--- src/rtl/pair_dispatch_pkg.sv ---
package pair_dispatch_pkg;
  typedef enum logic [1:0] {
    POP_NONE = 2'd0,
    POP_ONE  = 2'd1,
    POP_TWO  = 2'd2
  } pop_e;

  localparam int unsigned PIPE_COUNT = 2;
  localparam int unsigned PIPE_U     = 0;
  localparam int unsigned PIPE_V     = 1;
endpackage

--- src/rtl/pair_check.sv ---
module pair_check
  import pair_dispatch_pkg::*;
#(
  parameter int unsigned REG_W = 5
) (
  input  logic             go,
  input  logic             a_valid,
  input  logic [REG_W-1:0] a_dst,
  input  logic             b_valid,
  input  logic             b_simple,
  input  logic [REG_W-1:0] b_dst,
  input  logic [REG_W-1:0] b_srca,
  input  logic [REG_W-1:0] b_srcb,
  output logic             issue_u,
  output logic             issue_v,
  output pop_e             pop
);
  logic clash_raw;
  logic clash_waw;
  logic can_pair;

  always_comb begin
    clash_raw = (a_dst == b_srca) || (a_dst == b_srcb);
    clash_waw = (a_dst == b_dst);
    can_pair  = a_valid && b_valid && b_simple && !clash_raw && !clash_waw;
    issue_u   = go && a_valid;
    issue_v   = go && can_pair;
    if (issue_v)      pop = POP_TWO;
    else if (issue_u) pop = POP_ONE;
    else              pop = POP_NONE;
  end
endmodule

--- src/rtl/stage_track.sv ---
module stage_track #(
  parameter int unsigned NUM_STAGES = 4,
  parameter int unsigned TAG_W      = 6
) (
  input  logic             clk,
  input  logic             rst_n,
  input  logic             stall,
  input  logic             flush,
  input  logic             in_vld,
  input  logic [TAG_W-1:0] in_tag,
  output logic             out_vld,
  output logic [TAG_W-1:0] out_tag
);
  localparam int unsigned LAST = NUM_STAGES - 1;

  logic [NUM_STAGES-1:0] vld;
  logic [TAG_W-1:0]      tag [NUM_STAGES];

  always_ff @(posedge clk) begin
    if (!rst_n) begin
      vld <= '0;
      for (int s = 0; s < NUM_STAGES; s++) tag[s] <= '0;
    end else if (flush) begin
      vld <= '0;
    end else if (!stall) begin
      vld[0] <= in_vld;
      tag[0] <= in_tag;
      for (int s = 1; s < NUM_STAGES; s++) begin
        vld[s] <= vld[s-1];
        tag[s] <= tag[s-1];
      end
    end
  end

  assign out_vld = vld[LAST] && !stall && !flush;
  assign out_tag = tag[LAST];

  // a flush leaves no stage occupied
  a_r7_flush_clears: assert property (@(posedge clk) disable iff (!rst_n)
    flush |=> (vld == '0));

  // stall holds every stage
  a_r6_stall_holds: assert property (@(posedge clk) disable iff (!rst_n)
    (stall && !flush) |=> ($stable(vld) && $stable(tag[LAST])));
endmodule

--- src/rtl/pair_dispatch.sv ---
module pair_dispatch
  import pair_dispatch_pkg::*;
#(
  parameter int unsigned REG_W      = 5,
  parameter int unsigned TAG_W      = 6,
  parameter int unsigned NUM_STAGES = 4
) (
  input  logic             clk,
  input  logic             rst_n,
  input  logic             stall,
  input  logic             flush,
  input  logic             h0_valid,
  input  logic             h0_simple,
  input  logic [REG_W-1:0] h0_dst,
  input  logic [REG_W-1:0] h0_srca,
  input  logic [REG_W-1:0] h0_srcb,
  input  logic [TAG_W-1:0] h0_tag,
  input  logic             h1_valid,
  input  logic             h1_simple,
  input  logic [REG_W-1:0] h1_dst,
  input  logic [REG_W-1:0] h1_srca,
  input  logic [REG_W-1:0] h1_srcb,
  input  logic [TAG_W-1:0] h1_tag,
  output logic             u_valid,
  output logic [TAG_W-1:0] u_tag,
  output logic             v_valid,
  output logic [TAG_W-1:0] v_tag,
  output logic [1:0]       pop_cnt,
  output logic             ret_u_valid,
  output logic [TAG_W-1:0] ret_u_tag,
  output logic             ret_v_valid,
  output logic [TAG_W-1:0] ret_v_tag
);
  logic go;
  pop_e pop;
  logic             iss_vld [PIPE_COUNT];
  logic [TAG_W-1:0] iss_tag [PIPE_COUNT];
  logic             ret_vld [PIPE_COUNT];
  logic [TAG_W-1:0] ret_tag [PIPE_COUNT];
  logic             h0_simple_unused;

  assign go = !stall && !flush;
  assign h0_simple_unused = h0_simple ^ (|h0_srca) ^ (|h0_srcb);

  pair_check #(.REG_W(REG_W)) u_pair_check (
    .go       (go),
    .a_valid  (h0_valid),
    .a_dst    (h0_dst),
    .b_valid  (h1_valid),
    .b_simple (h1_simple),
    .b_dst    (h1_dst),
    .b_srca   (h1_srca),
    .b_srcb   (h1_srcb),
    .issue_u  (iss_vld[PIPE_U]),
    .issue_v  (iss_vld[PIPE_V]),
    .pop      (pop)
  );

  assign iss_tag[PIPE_U] = h0_tag;
  assign iss_tag[PIPE_V] = h1_tag;

  generate
    for (genvar p = 0; p < PIPE_COUNT; p++) begin : g_pipe
      stage_track #(.NUM_STAGES(NUM_STAGES), .TAG_W(TAG_W)) u_track (
        .clk     (clk),
        .rst_n   (rst_n),
        .stall   (stall),
        .flush   (flush),
        .in_vld  (iss_vld[p]),
        .in_tag  (iss_tag[p]),
        .out_vld (ret_vld[p]),
        .out_tag (ret_tag[p])
      );
    end
  endgenerate

  assign u_valid     = iss_vld[PIPE_U];
  assign u_tag       = iss_tag[PIPE_U];
  assign v_valid     = iss_vld[PIPE_V];
  assign v_tag       = iss_tag[PIPE_V];
  assign pop_cnt     = pop;
  assign ret_u_valid = ret_vld[PIPE_U];
  assign ret_u_tag   = ret_tag[PIPE_U];
  assign ret_v_valid = ret_vld[PIPE_V];
  assign ret_v_tag   = ret_tag[PIPE_V];

  // the secondary pipe never issues alone or a non-simple instruction
  a_r2_v_needs_u: assert property (@(posedge clk) disable iff (!rst_n)
    v_valid |-> (u_valid && h1_simple));

  // pop count agrees with issue strobes
  a_r4_pop_matches: assert property (@(posedge clk) disable iff (!rst_n)
    $countones({u_valid, v_valid}) == pop_cnt);

  // blocked cycles consume nothing
  a_r6_no_pop_blocked: assert property (@(posedge clk) disable iff (!rst_n)
    (stall || flush) |-> (pop_cnt == 2'd0 && !u_valid));

  // pairs retire in lockstep
  a_r9_lockstep: assert property (@(posedge clk) disable iff (!rst_n)
    ret_v_valid |-> ret_u_valid);
endmodule

--- config.mk ---
export PLATFORM = sky130hd
export DESIGN_NAME = pair_dispatch
export DESIGN_NICKNAME = d
export VERILOG_FILES = /design/src/rtl/pair_dispatch_pkg.sv /design/src/rtl/pair_check.sv /design/src/rtl/stage_track.sv /design/src/rtl/pair_dispatch.sv
export SDC_FILE = /design/constraint.sdc
export NUM_CORES = 1
export LEC_CHECK = 0
export ABC_AREA = 0
export BUFFER_PORTS_ARGS = -buffer_cell sky130_fd_sc_hd__buf_4
export CORE_ASPECT_RATIO = 1.1
export CORE_MARGIN = 2
export CORE_UTILIZATION = 45
export CTS_CLUSTER_DIAMETER = 50
export CTS_CLUSTER_SIZE = 14
export DETAILED_ROUTE_END_ITERATION = 6
export GPL_TIMING_DRIVEN = 0
export PLACE_DENSITY = 0.72
export SLEW_MARGIN = 40
export SYNTH_ARGS = -nofsm -noshare
export SYNTH_HDL_FRONTEND = slang
export SYNTH_SLANG_ARGS = --single-unit
export TNS_END_PERCENT = 5
--- constraint.sdc ---
create_clock -name clk -period 3.5 [get_ports clk]
set_clock_uncertainty 0.1 [all_clocks]
set_input_delay 0.35 -clock clk [delete_from_list [all_inputs] [get_ports clk]]
set_output_delay 0.35 -clock clk [all_outputs]
set_load 0.05 [all_outputs]
After elaboration in Yosys (flattened, before gate mapping)
Memory sizes are Yosys's and may differ from the RTL's.
Index checks and enable logic that the tools add are counted.
- bits in registers: 8
- memories: 2
- output and inout port bits: 30
- logic and storage cells: 48
- memory bits (writable): 48
- input bits: 50
- muxes and demuxes: 15
- eq/ne operators: 3
- bitwise gates (word level): 9
- reduce and logical (&&, ||, !) cells: 17
- memory list (name ; words ; width ; rd ports ; clocked after memory_dff ; wr ports ; line ; source):
    g_pipe[0].u_track.tag ; 4 ; 6 ; 4 ; 0 ; 4 ; stage_track.sv:17 ; logic [TAG_W-1:0] tag [NUM_STAGES];
    g_pipe[1].u_track.tag ; 4 ; 6 ; 4 ; 0 ; 4 ; stage_track.sv:17 ;
- operator list (kind ; number):
    $mux W6 ; 8
    $eq A5 B5 Y1 ; 3
    $logic_and A1 B1 Y1 ; 11
    $or A1 B1 Y1 ; 8
    $mux W1 ; 6
    $logic_not A1 Y1 ; 4
    $mux W2 ; 1
    $reduce_or A2 Y1 ; 1
    $logic_or A1 B1 Y1 ; 1
    $not A1 Y1 ; 1

Depth between registers and ports, before layout
Gate-level depths: netlist of run 1.
- depth after elaboration: 7
- depth in mapped cells: 6
- gate-level depth less buffers: 4

Hierarchy
From an unflattened synthesis of run 1, not the netlist that was laid out.
- cell total of the unflattened synthesis: 173
- area, all modules: 2478.6 um2
- modules (own cells, without submodules) (module ; area each (um2) ; instances ; sequential area each (um2) ; cells an instance):
    stage_track ; 1091.0 ; 2 ; 800.8 ; 67
    pair_check ; 202.7 ; 1 ; 0.0 ; 26
    pair_dispatch ; 93.8 ; 1 ; 0.0 ; 13

Worst setup path after synthesis of run 1
OpenSTA, ideal clock, no wires.
- kind: input to register
- start: input port stall
- end: memory g_pipe[0].u_track.tag[0][0], enable pin
- data required time: 2940 ps
- cell stages on the path: 2
- setup slack: 222 ps
- path buffers: 1
- data arrival time: 2719 ps
- setup time: 460 ps
- cells stage by stage: buf_2 > o21ai_1
- RTL lines (item ; line ; source):
    start: declaration ; pair_dispatch.sv:10 ; input logic stall,
    end: declaration ; stage_track.sv:17 ;

Final worst setup path of run 1
- start: input port h0_dst[4]
- end: output port pop_cnt[1]
- word-level cells in the longest chain between the ends: 7
- elaborated cells between the ends (all ways): 10
- classes of those cells: eq/ne (3); mux (1); reduce/logical (6)
- RTL lines (item ; line ; source):
    start: declaration ; pair_dispatch.sv:14 ; input logic [REG_W-1:0] h0_dst,
    $eq A5 B5 Y1 ; pair_check.sv:23 ; clash_raw = (a_dst == b_srca) || (a_dst == b_srcb);
    $logic_or A1 B1 Y1 ; pair_check.sv:23 ;
    $logic_not A1 Y1 ; pair_check.sv:25 ; can_pair = a_valid && b_valid && b_simple && !clash_raw && !clash_waw;
    $logic_and A1 B1 Y1 ; pair_check.sv:25 ;
    $logic_and A1 B1 Y1 * ; pair_check.sv:25 ;
    $logic_and A1 B1 Y1 * ; pair_check.sv:27 ; issue_v = go && can_pair;
    $mux W2 * ; pair_check.sv:28 ; if (issue_v) pop = POP_TWO;
    end: declaration ; pair_dispatch.sv:28 ; output logic [1:0] pop_cnt,
Every way passes the cells marked *; elsewhere a longest branch is shown, timed or not.

==> results.md, run 1 <==
* Crit-path cells: buf_4, xnor2_1, nand3_1, nor3_1, nor3_1, buf_4, buf_4
* Total GRT Usage at 13.1%
* Routability congestion estimate at 0.731
* Initial antenna violation count at 0
* Worst Setup EP: pop_cnt[1]
* Crit-path max FO at 3
* Synth unique cells at 22
* Final setup viols at 0
* Fin. Hold Viols at 0
* Reg2reg start: g_pipe[1].u_track.tag[2][5]
* Final critical-path required period at 2.03 ns
* Vias/cell at 4.49
* Num CTS Buffers at 5
* Final ANT Viol Nets at 0
* Worst EP required at 3.05 ns
* Synth Net Count at 223
* Sequential-to-total area share from yosys stat at 66.6%
* Setup TNS at 0 ns
* Most numerous cell in the Yosys netlist: and2_1
* Worst Tran Pin Value at 0.530 ns
* Final hold slack at 0.231 ns
* Layout Nets at 300
* CTS tree: yes
* Asr flop ratio synth at 0%
* Mean Syn Cell Area at 13.9 µm²
* Resized Gates After CTS at 0
* Most used cell, CP: buf_4
* Slew Viols, Final at 0
* Post-Layout Cell Count at 309
* Starting DRT DRC Count at 37
* Starting Density at 47.4%
* TritonCTS Sinks at 56
* WL final at 3500 µm
* Final HPWL DP at 2690 µm
* Die area at 5940 µm²
* Die height at 80.7 µm
* Max clock buf depth at 2
* Seq cells post-synth at 56
* RSZ-0062 raised after global routing: no
* Critical path start-end classification: in -> out
* Leakage at 1.33 nW
* Vias in the first global route at 1351
* Layout cell share with drive strength beyond 1 at 40.2%
* Setup bufs post-CTS at 0
* CP arrival at 1.58 ns
* Gate Count Post-Synth at 173
* DR vias at 1386
* Diode count at 0
* Io pins at 80
* Most frequent cells after synthesis: and2_1, edfxtp_1, buf_4, xnor2_1
* Biggest cell delay along the critical path at 0.38 ns
* Setup crit start kind: primary input
* FF-to-FF path depth at 1
* Core box area at 5070 µm²
* Worst min path class: in -> reg
* Largest net degree at the start of global routing at 20
* Post-synth top flop: edfxtp_1
* Synth top area share at 60.0%
* R2R setup slack at 2.63 ns
* Post-CTS Hold Buffers at 0
* First-pass GRT wire length at 5800 µm
* Grt total ovfl at 0
* Chip Width at 73.7 µm
* P&R area growth vs syn at 30.9%
* H-tree levels at 2
* Placed Cells at 301
* Max cap viols at 0
* Post-Synthesis Cell Area at 2400 µm²
* RR Endpoint: g_pipe[1].u_track.tag[3][5]
* Crit share post-route at 58.1%
* Pwr dens at 420 nW/µm²
* Crit path from: h0_dst[4]
* Slew headroom at 64.5%
* Final core utilization at 62.1%
* Clock latency on the worst-skew pair at 0.30 ns
* Drt drc at 0
* Yosys warns at 0
* Peak VDD IR at 0.248 mV
* Fmax at 492 MHz
* Yosys top cell by area: edfxtp_1
* Clock transition at path regs at 0.09 ns
* Critical-path top delay cell: nor3_1
* Routed length per instance at 11.3 µm
* Total Power at 0.00132 W
* Buffers added on ports at 68
* Post-synth EDFFs at 48
* Status: completed
* Top cells by area, synth: edfxtp_1, and2_1, dfxtp_1
* CTS root buf: clkbuf_8
* Worst setup EP type: output pin
* FP Rows at 27
* Drt pass-1 iters at 4
==> sequential cells by signal, summed over array words and instances, names as in the netlist <==
register            cells
g_pipe.u_track.tag     48
g_pipe.u_track.vld      8
==> worst min-delay path by stage <==
stage	depth (start not counted)	start	endpoint	slack [ns]
final	2	h0_tag[0]	g_pipe[0].u_track.tag[0][0]	0.23
after global routing	2	h0_tag[0]	g_pipe[0].u_track.tag[0][0]	0.22
after CTS	2	h0_tag[0]	g_pipe[0].u_track.tag[0][0]	0.22
after detailed placement	2	g_pipe[0].u_track.vld[0]	g_pipe[0].u_track.vld[0]	0.39
after global placement	2	g_pipe[1].u_track.vld[1]	g_pipe[1].u_track.vld[2]	0.37
after floorplan	2	g_pipe[0].u_track.vld[3]	g_pipe[0].u_track.vld[3]	0.36
==> through the flow <==
| step | area [µm²] | setup slack (ns) |
|---|---|---|
| 2_1_floorplan | 2400 | 0.222 |
| 3_3_place_gp | 2990 | -0.596 |
| 3_5_place_dp | 3050 | 1.48 |
| 4_1_cts | 3150 | 1.48 |
| 5_1_grt | 3150 | 1.35 |
| 6_report | 3150 | 1.47 |
==> per-layer routing <==
metal | global-route usage (%) | share of wire (%) | vias up
met4 | 5.82 | 2.0 | 0
met1 | 13.6 | 40 | 616
met2 | 23.8 | 54 | 36
met3 | 3.76 | 3.9 | 9
li1 | - | - | 725
met5 | 0 | 0 | -
==> cells by family after synthesis <==
kind of cell,share of synthesized area [%]
buf+inv,6.14
xor+xnor,5.47
compound gates,1.72
flops,66.6
simple gates,17.5
mux,2.50
==> layout by cell type (no fill, tap or decap), drive strengths merged <==
cell | synthesis | routed
xnor2 | 13 | 13
nand2b | 1 | 1
nand3 | 4 | 4
clkinvlp | 0 | 1
nor3b | 1 | 1
nor2 | 9 | 9
o31a | 1 | 1
buf | 20 | 90
mux2i | 6 | 6
a21oi | 1 | 1
o32ai | 1 | 1
or2 | 1 | 1
o22ai | 1 | 1
dfxtp | 8 | 8
xor2 | 2 | 2
o21ai | 1 | 1
clkbuf | 0 | 7
nor3 | 2 | 2
edfxtp | 48 | 48
nand2 | 3 | 3
and2 | 50 | 50
==> power by group <==
part / switching, W / internal, W / leakage, nW
Combinational: 0.000115 / 0.0000907 / 0.712
Clock: 0.000188 / 0.000161 / 0.0445
Sequential: 0.00000678 / 0.000761 / 0.572
==> worst max-delay path, delay by kind of cell <==
family                    cells  cell delay, ns
buffers and inverters         3            0.46
xor gates and xnor gates      1            0.17
and+or+nand+nor               3            0.61
==> area by class of cell <==
class | instances | area [µm²]
Sequential cell | 56 | 1600
Clock buffer | 7 | 86.3
Timing Repair Buffer | 70 | 566
Fill cell | 408 | 1920
Multi-Input combinational cell | 97 | 666
Tap cell | 58 | 72.6
Clock inverter | 1 | 7.51
Buffer | 20 | 148
No activity file was read; power rests on OpenSTA's default activity.
==> run 2: changes to the inputs <==
Clock period 3.5 ns to 1.9 ns, I/O delays scaled along.
==> run 2 against run 1 <==
Worst setup slack lost 1.3 ns; critical path type unchanged; cell count grew 0.32%; via count is 4.2% higher; critical path depth fell by 1; total power rose by 81%; global-route usage down 0.67 points; non-clock buffer count grew 1.
==> results.md, run 2 (same netlist as run 1, synthesis figures left out) <==
* Status: completed
* Leakage at 1.32 nW
* Die height at 80.7 µm
* Vias in the first global route at 1383
* Number of fill cells at 404
* Total Power at 0.00239 W
* Biggest cell delay along the critical path at 0.40 ns
* Final hold slack at 0.0788 ns
* DR vias at 1444
* Clock latency on the worst-skew pair at 0.30 ns
* Post-Layout Cell Count at 310
* Multi-input logic area at 682 µm²
* Critical-path top delay cell: o22ai_1
* CTS root buf: clkbuf_8
* Critical path start-end classification: in -> out
* Dpl ws at 0.0625 ns
* Max reg flops at 48
* Most used cell, CP: buf_4
* RSZ-0062 raised after global routing: no
* CP top delay family: compound AO/OA/AOI/OAI gates
* Final worst setup slack at 0.217 ns
* Most frequent cells in the layout: buf_4, and2_1, edfxtp_1, xnor2_1
* Chip Width at 73.7 µm
* H-tree levels at 2
* Drt pass-1 iters at 3
* Core box area at 5070 µm²
* Io pins at 80
* Worst min path class: in -> reg
* Routability congestion estimate at 0.736
* Internal power at 0.00183 W
* Largest net degree at the start of global routing at 17
* Total GRT Usage at 12.4%
* Worst path bufs/invs at 2
* Worst Tran Pin Value at 0.477 ns
* Total net switching power at 0.000564 W
* Clock share of power at 25.2%
* Regs by FF count: g_pipe.u_track.tag x48, g_pipe.u_track.vld x8
* Grt total ovfl at 0
* Fmax at 594 MHz
* Fin. Hold Viols at 0
* Power share of the combinational group at 15.7%
* Slew headroom at 68.1%
* Worst setup EP type: output pin
* Setup crit start kind: primary input
* TritonCTS Sinks at 56
* Most common cell after layout, fill and taps aside: buf_4
* Starting DRT DRC Count at 49
* Num CTS Buffers at 5
* Register area at 1600 µm²
* Slew Viols, Final at 0
* Crit share post-route at 88.6%
* Buffers added on ports at 68
* CP arrival at 1.39 ns
* Peak VDD IR at 0.398 mV
* Layout cell share with drive strength beyond 1 at 40.9%
* Max clock buf depth at 2
* Crit-path max FO at 3
* P&R area growth vs syn at 30.5%
* Largest register by flop count: g_pipe.u_track.tag
* Diode count at 0
* Final critical-path required period at 1.68 ns
* Die area at 5940 µm²
* Drt drc at 0
* Max cap viols at 0
* Clock transition at path regs at 0.09 ns
* Starting Density at 47.4%
* FF-to-FF path depth at 1
* Final setup viols at 0
* Sw Ratio at 23.6%
* Vias/cell at 4.66
* First-pass GRT wire length at 5620 µm
* Crit-path cells: buf_4, xnor2_1, nand3_1, o22ai_1, o31a_1, buf_4
* Routed length per instance at 10.7 µm
* Worst EP required at 1.61 ns
* Final HPWL DP at 2650 µm
* Initial antenna violation count at 0
* Layout Nets at 301
* Placed Cells at 302
* Final ANT Viol Nets at 0
* FP Rows at 27
* CTS tree: yes
* Seq pwr share at 59.1%
* Hold path depth at 2
* WP depth at 6
* Pwr dens at 763 nW/µm²
* WL final at 3320 µm
==> run 2: what timing repair did <==
action,CTS,global route
endpoints found under the setup margin,0,2
gates resized for setup,0,1
hold buffers,0,0
setup buffers,0,0
==> run 2: area by class of cell <==
cell class	count	area share [%]
multi-input combinational	97	21.7
timing repair buffer	71	17.5
buffer	20	4.71
tap	58	2.31
sequential	56	51.1
clock inverter	1	0.279
clock buffer	7	2.43
==> run 2: per-layer routing <==
| layer | routed length, µm | part of all wire, % | global-route usage (%) |
|---|---|---|---|
| met1 | 1250 | 38 | 13.5 |
| met2 | 1820 | 55 | 22.3 |
| met3 | 185 | 5.6 | 2.63 |
| met4 | 63 | 1.9 | 6.00 |
| met5 | 0 | 0 | 0 |
==> run 2: power by group through the flow <==
stage,registers (W),clock network [W],logic (W)
6_report,0.00141,0.000603,0.000375
4_1_cts,0.00141,0.000626,0.000379
2_1_floorplan,0.00150,0,0.000174
3_5_place_dp,0.00144,0,0.000379
5_1_grt,0.00142,0.000674,0.000401
3_3_place_gp,0.00144,0,0.000361
==> run 2: per-stage QoR <==
| step | utilization [%] | area [µm²] | setup TNS, ns |
|---|---|---|---|
| 2_1_floorplan | - | 2430 | -0.145 |
| 3_3_place_gp | 59.4 | 3010 | -10.57 |
| 3_5_place_dp | 60.1 | 3050 | 0 |
| 4_1_cts | 61.8 | 3130 | 0 |
| 5_1_grt | 61.9 | 3140 | 0 |
| 6_report | 61.9 | 3140 | 0 |
==> run 2: final timing paths <==
path                                                     to  slack [ns]                        start
worst max-delay path                             pop_cnt[0]        0.22                    h0_dst[3]
worst min-delay path            g_pipe[1].u_track.tag[0][1]        0.08                    h1_tag[1]
worst max register to register  g_pipe[0].u_track.tag[2][1]        1.05  g_pipe[0].u_track.tag[1][1]
worst min register to register     g_pipe[1].u_track.vld[3]        0.40     g_pipe[1].u_track.vld[3]
==> run 3: changes to the inputs <==
Settings changed: RECOVER_POWER set to 50, REMOVE_ABC_BUFFERS set to 1.
==> run 3 against run 2 <==
Hold slack got worse by 0.015 ns; cell count is 6.8% lower; via count shrank 7.2%; largest power group unchanged; critical path depth stayed put; total power down 2.1%; first-iteration DRC count is 10% higher; design area shrank 8.5%.
==> results.md, run 3 (same netlist as run 1, synthesis figures left out) <==
* Status: completed
* Slew Viols, Final at 0
* Grt total ovfl at 0
* Fin. Hold Viols at 0
* Die area at 5940 µm²
* Most frequent cells in the layout: and2_1, edfxtp_1, buf_4, clkbuf_1, xnor2_1
* Final ANT Viol Nets at 0
* Worst EP required at 1.61 ns
* Final core utilization at 56.7%
* Worst Tran Pin Value at 0.681 ns
* Final critical-path required period at 1.62 ns
* Resized Gates After CTS at 0
* Core box area at 5070 µm²
* Regs by FF count: g_pipe.u_track.tag x48, g_pipe.u_track.vld x8
* RSZ-0062 raised after global routing: no
* Worst setup EP type: output pin
* Num CTS Buffers at 5
* Post-Layout Cell Count at 289
* Routability congestion estimate at 0.681
* Largest register by flop count: g_pipe.u_track.tag
* H-tree levels at 2
* Setup crit start kind: primary input
* Diode count at 0
* Fmax at 618 MHz
* Clock transition at path regs at 0.09 ns
* CTS tree: yes
* Crit share post-route at 85.2%
* Power share of the combinational group at 13.6%
* Clock latency on the worst-skew pair at 0.30 ns
* Final HPWL DP at 2360 µm
* Total GRT Usage at 12.3%
* Leakage at 1.12 nW
* CP arrival at 1.33 ns
* Setup bufs post-CTS at 0
* Drt pass-1 iters at 4
* Max clock buf depth at 2
* Number of fill cells at 457
* P&R area growth vs syn at 19.5%
* Drt drc at 0
* Layout cell share with drive strength beyond 1 at 22.9%
* Final setup viols at 0
* FP Rows at 27
* Io pins at 80
* Critical path start-end classification: in -> out
* Vias/cell at 4.64
* Largest net degree at the start of global routing at 49
* Final hold slack at 0.0642 ns
* Die height at 80.7 µm
* Slew headroom at 54.5%
* Max reg flops at 48
* Hold path depth at 2
* Pwr dens at 815 nW/µm²
* FF-to-FF path depth at 1
* Internal power at 0.00178 W
* Post-CTS Hold Buffers at 0
* Total net switching power at 0.000561 W
* TritonCTS Sinks at 56
* Placed Cells at 281
* Routed length per instance at 11.3 µm
* Seq pwr share at 60.4%
* Sw Ratio at 24.0%
* Chip Width at 73.7 µm
* Buffers added on ports at 68
* WL final at 3250 µm
* Placed cell area at 2900 µm²
* CTS root buf: clkbuf_8
* Clock share of power at 25.9%
* Peak VDD IR at 0.405 mV
* Starting DRT DRC Count at 54
* Fin area at 2870 µm²
* Layout Nets at 280
* Total Power at 0.00234 W
* Max cap viols at 0
* Worst min path class: in -> reg
* Vias in the first global route at 1300
* Initial antenna violation count at 0
* DR vias at 1340
* Starting Density at 47.4%
* First-pass GRT wire length at 5510 µm
* Crit-path max FO at 3
* Most common cell after layout, fill and taps aside: and2_1
==> run 3: cell types whose count changed in the layout (fill, tap and decap cells not counted), moves of 2 or more <==
cell,before,now
buf_6,4,0
buf_2,4,0
buf_4,82,41
nor3_1,0,2
clkbuf_1,2,29
==> run 3: final cells by class <==
type / count / area [µm²] / area share, %
Clock buffer: 7 / 76.3 / 2.66
Clock inverter: 1 / 8.76 / 0.305
Multi-Input combinational cell: 97 / 671 / 23.4
Sequential cell: 56 / 1600 / 55.8
Tap cell: 58 / 72.6 / 2.53
Timing Repair Buffer: 70 / 442 / 15.4
==> run 3: worst max-delay path, stage by stage <==
cell and delay, ns:
buf_4 0.13, xnor2_1 0.16, nand3_1 0.10, nor3_1 0.37, o31a_1 0.19, buf_4 0.19
==> run 3: through the flow <==
step	setup slack (ns)	TNS, ns
after global routing	0.184	0
after CTS	0.274	0
after global placement	-1.87	-99.96
after detailed placement	0.105	0
after floorplan	-1.38	-51.34
final	0.282	0
==> run 3: worst paths after layout <==
check | from | endpoint | slack, ns
hold reg to reg | g_pipe[0].u_track.vld[0] | g_pipe[0].u_track.vld[1] | 0.40
hold / removal | h1_tag[3] | g_pipe[1].u_track.tag[0][3] | 0.06
setup reg to reg | g_pipe[1].u_track.tag[1][2] | g_pipe[1].u_track.tag[2][2] | 1.05
setup / recovery | h0_dst[0] | pop_cnt[0] | 0.28
==> run 3: power groups by stage <==
stage,clock [W],sequential (W),combinational [W]
finish,0.000607,0.00141,0.000319
global route,0.000675,0.00142,0.000341
CTS,0.000629,0.00142,0.000352
detailed placement,0,0.00144,0.000351
global placement,0,0.00145,0.000328
floorplan,0,0.00150,0.0000910
==> run 3: per-layer routing <==
layer  global-route usage [%]  share of wire (%)  wire [µm]  vias up
met2                     22.0                 55       1780       35
li1                         -                  -          -      684
met3                     3.89                5.5        179        6
met5                        0                  0          0        -
met4                     5.45                2.2         71        0
met1                     13.0                 38       1220      615
